<file path="config.mk">
export PLATFORM = sky130hd
export DESIGN_NAME = port_clk_gen
export DESIGN_NICKNAME = d
export VERILOG_FILES = /design/src/rtl/pclk_pkg.sv /design/src/rtl/pclk_cfg_hold.sv /design/src/rtl/pclk_counter.sv /design/src/rtl/pclk_strobe.sv /design/src/rtl/port_clk_gen.sv
export SDC_FILE = /design/constraint.sdc
export NUM_CORES = 1
export LEC_CHECK = 0
export ABC_AREA = 1
export BUFFER_PORTS_ARGS = -buffer_cell sky130_fd_sc_hd__buf_2
export CAP_MARGIN = 20
export CORE_ASPECT_RATIO = 0.75
export CORE_MARGIN = 2
export CORE_UTILIZATION = 58
export CTS_CLUSTER_SIZE = 25
export DETAILED_ROUTE_END_ITERATION = 8
export GPL_ROUTABILITY_DRIVEN = 0
export PLACE_DENSITY = 0.86
export SETUP_SLACK_MARGIN = 0.2
export SYNTH_ARGS = -nofsm -noshare
export SYNTH_HDL_FRONTEND = slang
export SYNTH_SLANG_ARGS = --single-unit
</file>
<file path="constraint.sdc">
create_clock -name clk -period 1.05 [get_ports clk]
set_input_delay 0.21 -clock clk [delete_from_list [all_inputs] [get_ports clk]]
set_output_delay 0.21 -clock clk [all_outputs]
set_load 0.1 [all_outputs]
</file>
<file path="src/rtl/pclk_pkg.sv">
package pclk_pkg;
  typedef enum logic [1:0] {
    MODE_QUAD   = 2'b00,
    MODE_INTERP = 2'b01,
    MODE_SERIAL = 2'b10,
    MODE_RSVD   = 2'b11
  } port_mode_e;

  typedef struct packed {
    logic       inv;
    logic       half;
    port_mode_e mode;
  } pclk_flags_t;
endpackage

</file>
<file path="src/rtl/pclk_cfg_hold.sv">
module pclk_cfg_hold
  import pclk_pkg::*;
#(
  parameter int DIV_W = 8
) (
  input  logic             clk,
  input  logic             rst_ni,
  input  logic             at_start_i,
  input  logic [DIV_W-1:0] div_i,
  input  pclk_flags_t      flags_i,
  output logic [DIV_W-1:0] div_o,
  output pclk_flags_t      flags_o
);
  localparam logic [DIV_W-1:0] MinDiv = DIV_W'(2);

  logic [DIV_W-1:0] held_div;
  pclk_flags_t      held_flags;
  logic [DIV_W-1:0] live_div;
  pclk_flags_t      live_flags;

  always_comb begin
    live_div        = (div_i < MinDiv) ? MinDiv : div_i;
    live_flags      = flags_i;
    live_flags.half = flags_i.half & (flags_i.mode == MODE_QUAD);
    div_o           = at_start_i ? live_div   : held_div;
    flags_o         = at_start_i ? live_flags : held_flags;
  end

  always_ff @(posedge clk or negedge rst_ni) begin
    if (!rst_ni) begin
      held_div   <= MinDiv;
      held_flags <= '0;
    end else begin
      held_div   <= div_o;
      held_flags <= flags_o;
    end
  end

  // the settings in use move only at the start of a period
  p_cfg_wrap_r9: assert property (@(posedge clk) disable iff (!rst_ni)
    (!$stable(div_o) || !$stable(flags_o)) |-> at_start_i);
endmodule

</file>
<file path="src/rtl/pclk_counter.sv">
module pclk_counter #(
  parameter int DIV_W = 8
) (
  input  logic             clk,
  input  logic             rst_ni,
  input  logic [DIV_W-1:0] div_i,
  input  logic             half_i,
  output logic             at_start_o,
  output logic             lvl_o,
  output logic             lvl_nxt_o
);
  localparam int CNT_W = DIV_W + 1;

  logic [CNT_W-1:0] cnt_q, cnt_nxt, period, mid;

  always_comb begin
    period     = half_i ? {div_i, 1'b0} : {1'b0, div_i};
    mid        = period >> 1;
    cnt_nxt    = (cnt_q >= period - 1'b1) ? '0 : cnt_q + 1'b1;
    lvl_nxt_o  = (cnt_nxt >= mid);
    at_start_o = (cnt_q == '0);
  end

  always_ff @(posedge clk or negedge rst_ni) begin
    if (!rst_ni) begin
      cnt_q <= '0;
      lvl_o <= 1'b0;
    end else begin
      cnt_q <= cnt_nxt;
      lvl_o <= lvl_nxt_o;
    end
  end

  // the count stays inside the period in use
  p_cnt_bound_r2: assert property (@(posedge clk) disable iff (!rst_ni)
    cnt_q < period);
  // the clock falls only when the count wraps
  p_fall_at_wrap_r9: assert property (@(posedge clk) disable iff (!rst_ni)
    $fell(lvl_o) |-> at_start_o);
endmodule

</file>
<file path="src/rtl/pclk_strobe.sv">
module pclk_strobe
  import pclk_pkg::*;
(
  input  logic        clk,
  input  logic        rst_ni,
  input  logic        lvl_i,
  input  logic        lvl_nxt_i,
  input  logic        en_i,
  input  pclk_flags_t flags_i,
  output logic        pin_o,
  output logic        stb_o,
  output logic        rise_o,
  output logic        is_q_o
);
  logic pair_q, pair_nxt;
  logic rise_ev, fall_ev, act, quad_norm;
  logic pin_nxt, stb_nxt, rise_nxt, q_nxt;

  always_comb begin
    rise_ev   = lvl_nxt_i & ~lvl_i;
    fall_ev   = ~lvl_nxt_i & lvl_i;
    quad_norm = (flags_i.mode == MODE_QUAD) & ~flags_i.half;
    if (flags_i.half) act = rise_ev | fall_ev;
    else              act = flags_i.inv ? fall_ev : rise_ev;
    pin_nxt  = lvl_nxt_i & en_i;
    stb_nxt  = act;
    rise_nxt = act & rise_ev;
    q_nxt    = 1'b0;
    pair_nxt = pair_q;
    if (!quad_norm) pair_nxt = 1'b0;
    else if (act)   pair_nxt = ~pair_q;
    if (act) begin
      if (flags_i.half)   q_nxt = rise_ev ? flags_i.inv : ~flags_i.inv;
      else if (quad_norm) q_nxt = pair_q;
    end
  end

  always_ff @(posedge clk or negedge rst_ni) begin
    if (!rst_ni) begin
      pair_q <= 1'b0;
      pin_o  <= 1'b0;
      stb_o  <= 1'b0;
      rise_o <= 1'b0;
      is_q_o <= 1'b0;
    end else begin
      pair_q <= pair_nxt;
      pin_o  <= pin_nxt;
      stb_o  <= stb_nxt;
      rise_o <= rise_nxt;
      is_q_o <= q_nxt;
    end
  end

  // pin forced low one cycle after enable drops
  p_pin_gate_r4: assert property (@(posedge clk) disable iff (!rst_ni)
    !en_i |=> !pin_o);
  // pin high only while the internal clock is high
  p_pin_follow_r4: assert property (@(posedge clk) disable iff (!rst_ni)
    pin_o |-> lvl_i);
  // a strobe only ever marks a level change of the internal clock
  p_stb_edge_r3: assert property (@(posedge clk) disable iff (!rst_ni)
    stb_o |-> (lvl_i != $past(lvl_i)));
  // single-edge capture uses the edge picked by the polarity bit
  p_one_edge_r3: assert property (@(posedge clk) disable iff (!rst_ni)
    (stb_o && !$past(flags_i.half)) |-> (rise_o != $past(flags_i.inv)));
endmodule

</file>
<file path="src/rtl/port_clk_gen.sv">
module port_clk_gen
  import pclk_pkg::*;
#(
  parameter int DIV_W = 8
) (
  input  logic             clk,
  input  logic             rst_n,
  input  logic             pclk_en_i,
  input  logic             pclk_inv_i,
  input  logic             half_rate_i,
  input  logic [1:0]       port_mode_i,
  input  logic [DIV_W-1:0] div_ratio_i,
  output logic             pclk_int_o,
  output logic             pclk_pin_o,
  output logic             cap_stb_o,
  output logic             cap_rise_o,
  output logic             cap_is_q_o
);
  logic             rst_meta, rst_sync;
  logic             at_start, lvl_nxt;
  logic [DIV_W-1:0] cur_div;
  pclk_flags_t      live_flags, cur_flags;

  always_ff @(posedge clk or negedge rst_n) begin
    if (!rst_n) begin
      rst_meta <= 1'b0;
      rst_sync <= 1'b0;
    end else begin
      rst_meta <= 1'b1;
      rst_sync <= rst_meta;
    end
  end

  always_comb begin
    live_flags.inv  = pclk_inv_i;
    live_flags.half = half_rate_i;
    live_flags.mode = port_mode_e'(port_mode_i);
  end

  pclk_cfg_hold #(.DIV_W(DIV_W)) u_cfg (
    .clk       (clk),
    .rst_ni    (rst_sync),
    .at_start_i(at_start),
    .div_i     (div_ratio_i),
    .flags_i   (live_flags),
    .div_o     (cur_div),
    .flags_o   (cur_flags)
  );

  pclk_counter #(.DIV_W(DIV_W)) u_cnt (
    .clk       (clk),
    .rst_ni    (rst_sync),
    .div_i     (cur_div),
    .half_i    (cur_flags.half),
    .at_start_o(at_start),
    .lvl_o     (pclk_int_o),
    .lvl_nxt_o (lvl_nxt)
  );

  pclk_strobe u_stb (
    .clk      (clk),
    .rst_ni   (rst_sync),
    .lvl_i    (pclk_int_o),
    .lvl_nxt_i(lvl_nxt),
    .en_i     (pclk_en_i),
    .flags_i  (cur_flags),
    .pin_o    (pclk_pin_o),
    .stb_o    (cap_stb_o),
    .rise_o   (cap_rise_o),
    .is_q_o   (cap_is_q_o)
  );

  // outputs quiet while the synchronized reset is held
  p_reset_quiet_r1: assert property (@(posedge clk)
    !rst_sync |=> (!cap_stb_o && !pclk_pin_o));
endmodule

</file>
==> results.ini, run 1 <==
[placement]
numPortBuffers = 19
dp_slack_ns = -3.81
postPlaceCellArea_um2 = 2990
hpwl_um = 4570
dp.cells = 430

[status]
haltStage = 5_1_grt
tool.error = [ERROR DPL-0038] Utilization greater than 100%, impossible to legalize
status = stopped before the end

[synthesis]
synth_area_leaders = dfrtp_1 (31%), nand2_1 (13%), ha_1 (13%)
synth_common_cells = nand2_1 (80), inv_1 (50), nor2_1 (30)
syn_inst = 301
yosysTopAreaCellShare_pct = 31.3
synth-async-reset-ratio_pct = 100
synth.distinct_cells = 34
ys_seq_area_share_pct = 32.5
yosysMostFrequentCell = nand2_1
yosys_warnings = 0
synth-main-ff-cell = dfrtp_1
yosysTopAreaCell = dfrtp_1
synth_edf_count = 0
ys_seq_elements = 29
synth.net_count = 339
netlist_area_um2 = 2240
synth_area_per_cell_um2 = 7.43

[floorplanning]
start_util_pct = 60.7
ios = 20
die_h_um = 57.8
die_w_um = 75.7
rows = 19

[clock_tree]
htree_levels = 2
cts-root-buf = clkbuf_8
cts_made_buffers = 5
clk_path_buf_depth = 2
cts.sinks = 29

[global_route]
grt_max_degree = 16

## cell families after synthesis
family	share of synthesized area (%)
adder cells (fa/ha/maj)	12.9
other	0.168
AO/OA/AOI/OAI	4.59
AND/OR/NAND/NOR	35.8
flip-flops	32.5
XOR/XNOR	3.08
buffers and inverters	11.0
## repair_timing
item / CTS
buffers inserted: 12
endpoints found under the hold margin: 2
hold buffers: 1
pin swaps: 35
setup endpoints to repair: 32
gates resized for setup: 73
gates cloned: 0
## per-stage QoR
| stage | util [%] | hold WS, ns |
|---|---|---|
| floorplan | - | -0.0856 |
| global placement | 81.2 | -0.00423 |
| detailed placement | 81.2 | -0.00169 |
| CTS | 95.1 | 0.129 |
==> run 2, diff against run 1 <==
--- a/config.mk
+++ b/config.mk
@@ -8,14 +8,11 @@
 export ABC_AREA = 1
 export BUFFER_PORTS_ARGS = -buffer_cell sky130_fd_sc_hd__buf_2
 export CAP_MARGIN = 20
-export CORE_ASPECT_RATIO = 0.75
 export CORE_MARGIN = 2
-export CORE_UTILIZATION = 58
-export CTS_CLUSTER_SIZE = 25
+export CORE_UTILIZATION = 40
 export DETAILED_ROUTE_END_ITERATION = 8
 export GPL_ROUTABILITY_DRIVEN = 0
-export PLACE_DENSITY = 0.86
-export SETUP_SLACK_MARGIN = 0.2
+export PLACE_DENSITY_LB_ADDON = 0.15
 export SYNTH_ARGS = -nofsm -noshare
 export SYNTH_HDL_FRONTEND = slang
 export SYNTH_SLANG_ARGS = --single-unit
==> results.ini, run 2 <==
[synthesis]
netlist_area_um2 = 2240
synth-async-reset-ratio_pct = 100
synth_area_per_cell_um2 = 7.43
yosys_warnings = 0
synth-main-ff-cell = dfrtp_1
synth.net_count = 339
ys_seq_area_share_pct = 32.5
ys_seq_elements = 29
synth_area_leaders = dfrtp_1 (31%), nand2_1 (13%), ha_1 (13%)
yosysTopAreaCell = dfrtp_1
yosysMostFrequentCell = nand2_1
synth_common_cells = nand2_1 (80), inv_1 (50), nor2_1 (30)
synth.distinct_cells = 34
syn_inst = 301
synth_edf_count = 0
yosysTopAreaCellShare_pct = 31.3

[cells_and_area]
syn_to_final_growth_pct = 77.4
final_common_cell = buf_4
nets = 463
fin_util_pct = 72.9
mostFrequentLayoutCells = buf_4 (75), nand2_1 (52), inv_1 (34), nand2_4 (29), dfrtp_1 (23)
top_regs = u_cnt.cnt_q x9, u_cfg.held_div x8, u_cfg.held_flags x4
regMostFlops = u_cnt.cnt_q
drive_above_1_share_pct = 59.2
antenna_cells = 0
final_area_um2 = 3970
largest_reg_flops = 9

[sta]
finalSetupViolCount = 32
fin_ws_ns = -3.63
rsz0062_at_grt = true
finalCritPeriodShare_pct = 446
drv_slew = 0
final.min_clock_period_ns = 4.68
tns_ns = -45.62
fmax_ghz = 0.214
skew_ns = 0.00715
hold_viol_final = 0

[floorplanning]
die_area_um2 = 6200
start_util_pct = 41.1
die_h_um = 78.8
ios = 20
rows = 27
die_w_um = 78.8
core_area_um2 = 5440

[placement]
dp_slack_ns = -3.71
numPortBuffers = 19
postPlaceCellArea_um2 = 3080
hpwl_um = 4280

[route]
drt_iter0_markers = 183
drc = 0
routed_wl_um = 6990
vias_per_cell = 4.83
ant_nets = 0
firstDrtPassIters = 6
detail_route.wl_per_cell_um = 14.0
vias = 2404

[global_route]
grt_pass1_vias = 2488
grt_antenna_before_repair = 0
grt_pass1_wl_um = 11100
grt_overflow = 0
grt_max_degree = 28
grt.total_usage_pct = 23.0

[setup_path]
critical_path.startpoint = u_cnt.cnt_q[1]$_DFF_PN0_
r2r_start = u_cnt.cnt_q[1]$_DFF_PN0_
end_kind = register
crit_family = simple AND/OR/NAND/NOR gates
critical_path_buf_inv_count = 10
worstPathArrival_ns = 4.91
startpoint_type = register
path_common_cell = nand2_1
crit_slowest_cell = dfrtp_1
cp_slowest_stage_delay_ns = 0.40
cp_max_fo = 7
required_ns = 1.28
critPathKind = reg -> reg

[flow_run]
drv_cap = 0

[clock_tree]
clk_latency_ns = 0.29
cts_made_buffers = 5
cts-root-buf = clkbuf_8
cts.sinks = 29
htree_levels = 2
cts_tree = yes
path_clk_slew_ns = 0.07
clk_path_buf_depth = 2

[status]
violations = setup timing
status = finished, violations left

[worst_hold_path]
hold_start = pclk_en_i
min_path_type = in -> reg

## run 2: cell counts after synthesis
No cell type changed its count.
## run 2: worst register-to-register path: cells and delay by family, from the launching register on
| family | cells | cell delay, ns |
|---|---|---|
| AND/OR/NAND/NOR | 19 | 1.61 |
| adder cells (fa/ha/maj) | 5 | 1.07 |
| buffers and inverters | 10 | 0.80 |
| AO/OA/AOI/OAI | 3 | 0.44 |
| flip-flops | 1 | 0.40 |
| XOR/XNOR | 2 | 0.30 |
## run 2: final timing paths
kind / to / slack [ns] / cells after the start
hold reg to reg: u_cfg.held_div[0]$_DFF_PN0_ / 0.22 / 1
min in group asynchronous: u_cfg.held_div[0]$_DFF_PN0_ / 0.22 / 1
setup / recovery: u_stb.is_q_o$_DFF_PN0_ / -3.63 / 39
max in group asynchronous: u_cfg.held_div[1]$_DFF_PN1_ / 0.60 / 1
setup reg to reg: u_stb.is_q_o$_DFF_PN0_ / -3.63 / 39
hold / removal: u_stb.pin_o$_DFF_PN0_ / 0.17 / 3
## run 2: kinds of logic (layout without fill, tap and decap cells)
family          Yosys count  count (layout)  share of synthesized area, %
buf+inv                  61             186                          11.0
flops                    29              29                          32.5
other cells               1               1                         0.168
xor+xnor                  7               7                          3.08
simple gates            163             163                          35.8
compound gates           17              17                          4.59
fa+ha+maj                23              23                          12.9
## run 2: metal layers
| metal | vias to the layer above | global-route usage, % | part of all wire [%] |
|---|---|---|---|
| met4 | 0 | 8.95 | 2.3 |
| met5 | - | 0 | 0 |
| met1 | 1153 | 27.2 | 41 |
| met3 | 18 | 4.43 | 3.8 |
| li1 | 1167 | - | - |
| met2 | 66 | 40.9 | 53 |
## run 2: what timing repair did
item,4_1_cts,5_1_grt
cloned,0,0
resized for setup,92,47
pin swaps,28,20
buffers inserted,28,13
endpoints found under the setup margin,32,32
hold endpoints to repair,2,0
hold buffers,1,0
## run 2: layout make-up
| type | instances | area [um2] |
|---|---|---|
| Multi-Input combinational cell | 211 | 1760 |
| Fill cell | 388 | 1470 |
| Timing Repair Buffer | 119 | 1030 |
| Sequential cell | 29 | 733 |
| Inverter | 59 | 233 |
| Tap cell | 72 | 90.1 |
| Clock buffer | 5 | 68.8 |
| Clock inverter | 3 | 46.3 |
## run 2: metrics by stage
step | std cells | hold slack, ns
final | 498 | 0.170
after global routing | 498 | 0.166
after CTS | 492 | 0.127
after detailed placement | 459 | -0.00191
after global placement | 459 | -0.00435
after floorplan | 301 | -0.0856
Power of run 2 is left out: the tool's default activity adds up to more than one toggle a clock period on the data nets, which glitch-free logic cannot reach.
==> run 3, diff against run 2 <==
--- a/config.mk
+++ b/config.mk
@@ -9,7 +9,7 @@
 export BUFFER_PORTS_ARGS = -buffer_cell sky130_fd_sc_hd__buf_2
 export CAP_MARGIN = 20
 export CORE_MARGIN = 2
-export CORE_UTILIZATION = 40
+export CORE_UTILIZATION = 60
 export DETAILED_ROUTE_END_ITERATION = 8
 export GPL_ROUTABILITY_DRIVEN = 0
 export PLACE_DENSITY_LB_ADDON = 0.15
==> results.ini, run 3 <==
[clock_tree]
htree_levels = 2
cts.sinks = 29
cts-root-buf = clkbuf_8
clk_path_buf_depth = 2
cts_made_buffers = 5

[synthesis]
synth-main-ff-cell = dfrtp_1
synth_area_per_cell_um2 = 7.43
ys_seq_elements = 29
yosysTopAreaCell = dfrtp_1
synth.net_count = 339
synth-async-reset-ratio_pct = 100
yosysTopAreaCellShare_pct = 31.3
yosysMostFrequentCell = nand2_1
synth_common_cells = nand2_1 (80), inv_1 (50), nor2_1 (30)
netlist_area_um2 = 2240
synth.distinct_cells = 34
syn_inst = 301
yosys_warnings = 0
synth_area_leaders = dfrtp_1 (31%), nand2_1 (13%), ha_1 (13%)
ys_seq_area_share_pct = 32.5
synth_edf_count = 0

[placement]
numPortBuffers = 19
postPlaceCellArea_um2 = 2990
hpwl_um = 4540
dp_slack_ns = -3.81

[floorplanning]
die_h_um = 65.0
ios = 20
start_util_pct = 61.5
rows = 22
die_w_um = 65.0

[global_route]
grt_max_degree = 19

[sta]
worst_endpoint = u_stb.is_q_o$_DFF_PN0_/D
endpoint_type = register data pin

[status]
status = stopped before the end
haltStage = 5_1_grt
tool.error = [ERROR DPL-0038] Utilization greater than 100%, impossible to legalize

[run 3: cells by family after synthesis]
kind of cell,Yosys count,share of synthesized area [%]
AO/OA/AOI/OAI,17,4.59
adder cells (fa/ha/maj),23,12.9
flip-flops,29,32.5
XOR/XNOR,7,3.08
other,1,0.168
buffers and inverters,61,11.0
AND/OR/NAND/NOR,163,35.8
[run 3: per-stage QoR]
stage               cells  utilization (%)  setup TNS, ns
floorplan             301                -         -37.80
global placement      428             82.2         -41.35
detailed placement    428             82.2         -44.03
CTS                   457             95.7         -43.25
[run 3: repair_timing]
item | CTS
endpoints found under the setup margin | 32
endpoints found under the hold margin | 2
buffers inserted | 21
gates resized for setup | 66
hold buffers | 1
pin swaps | 19
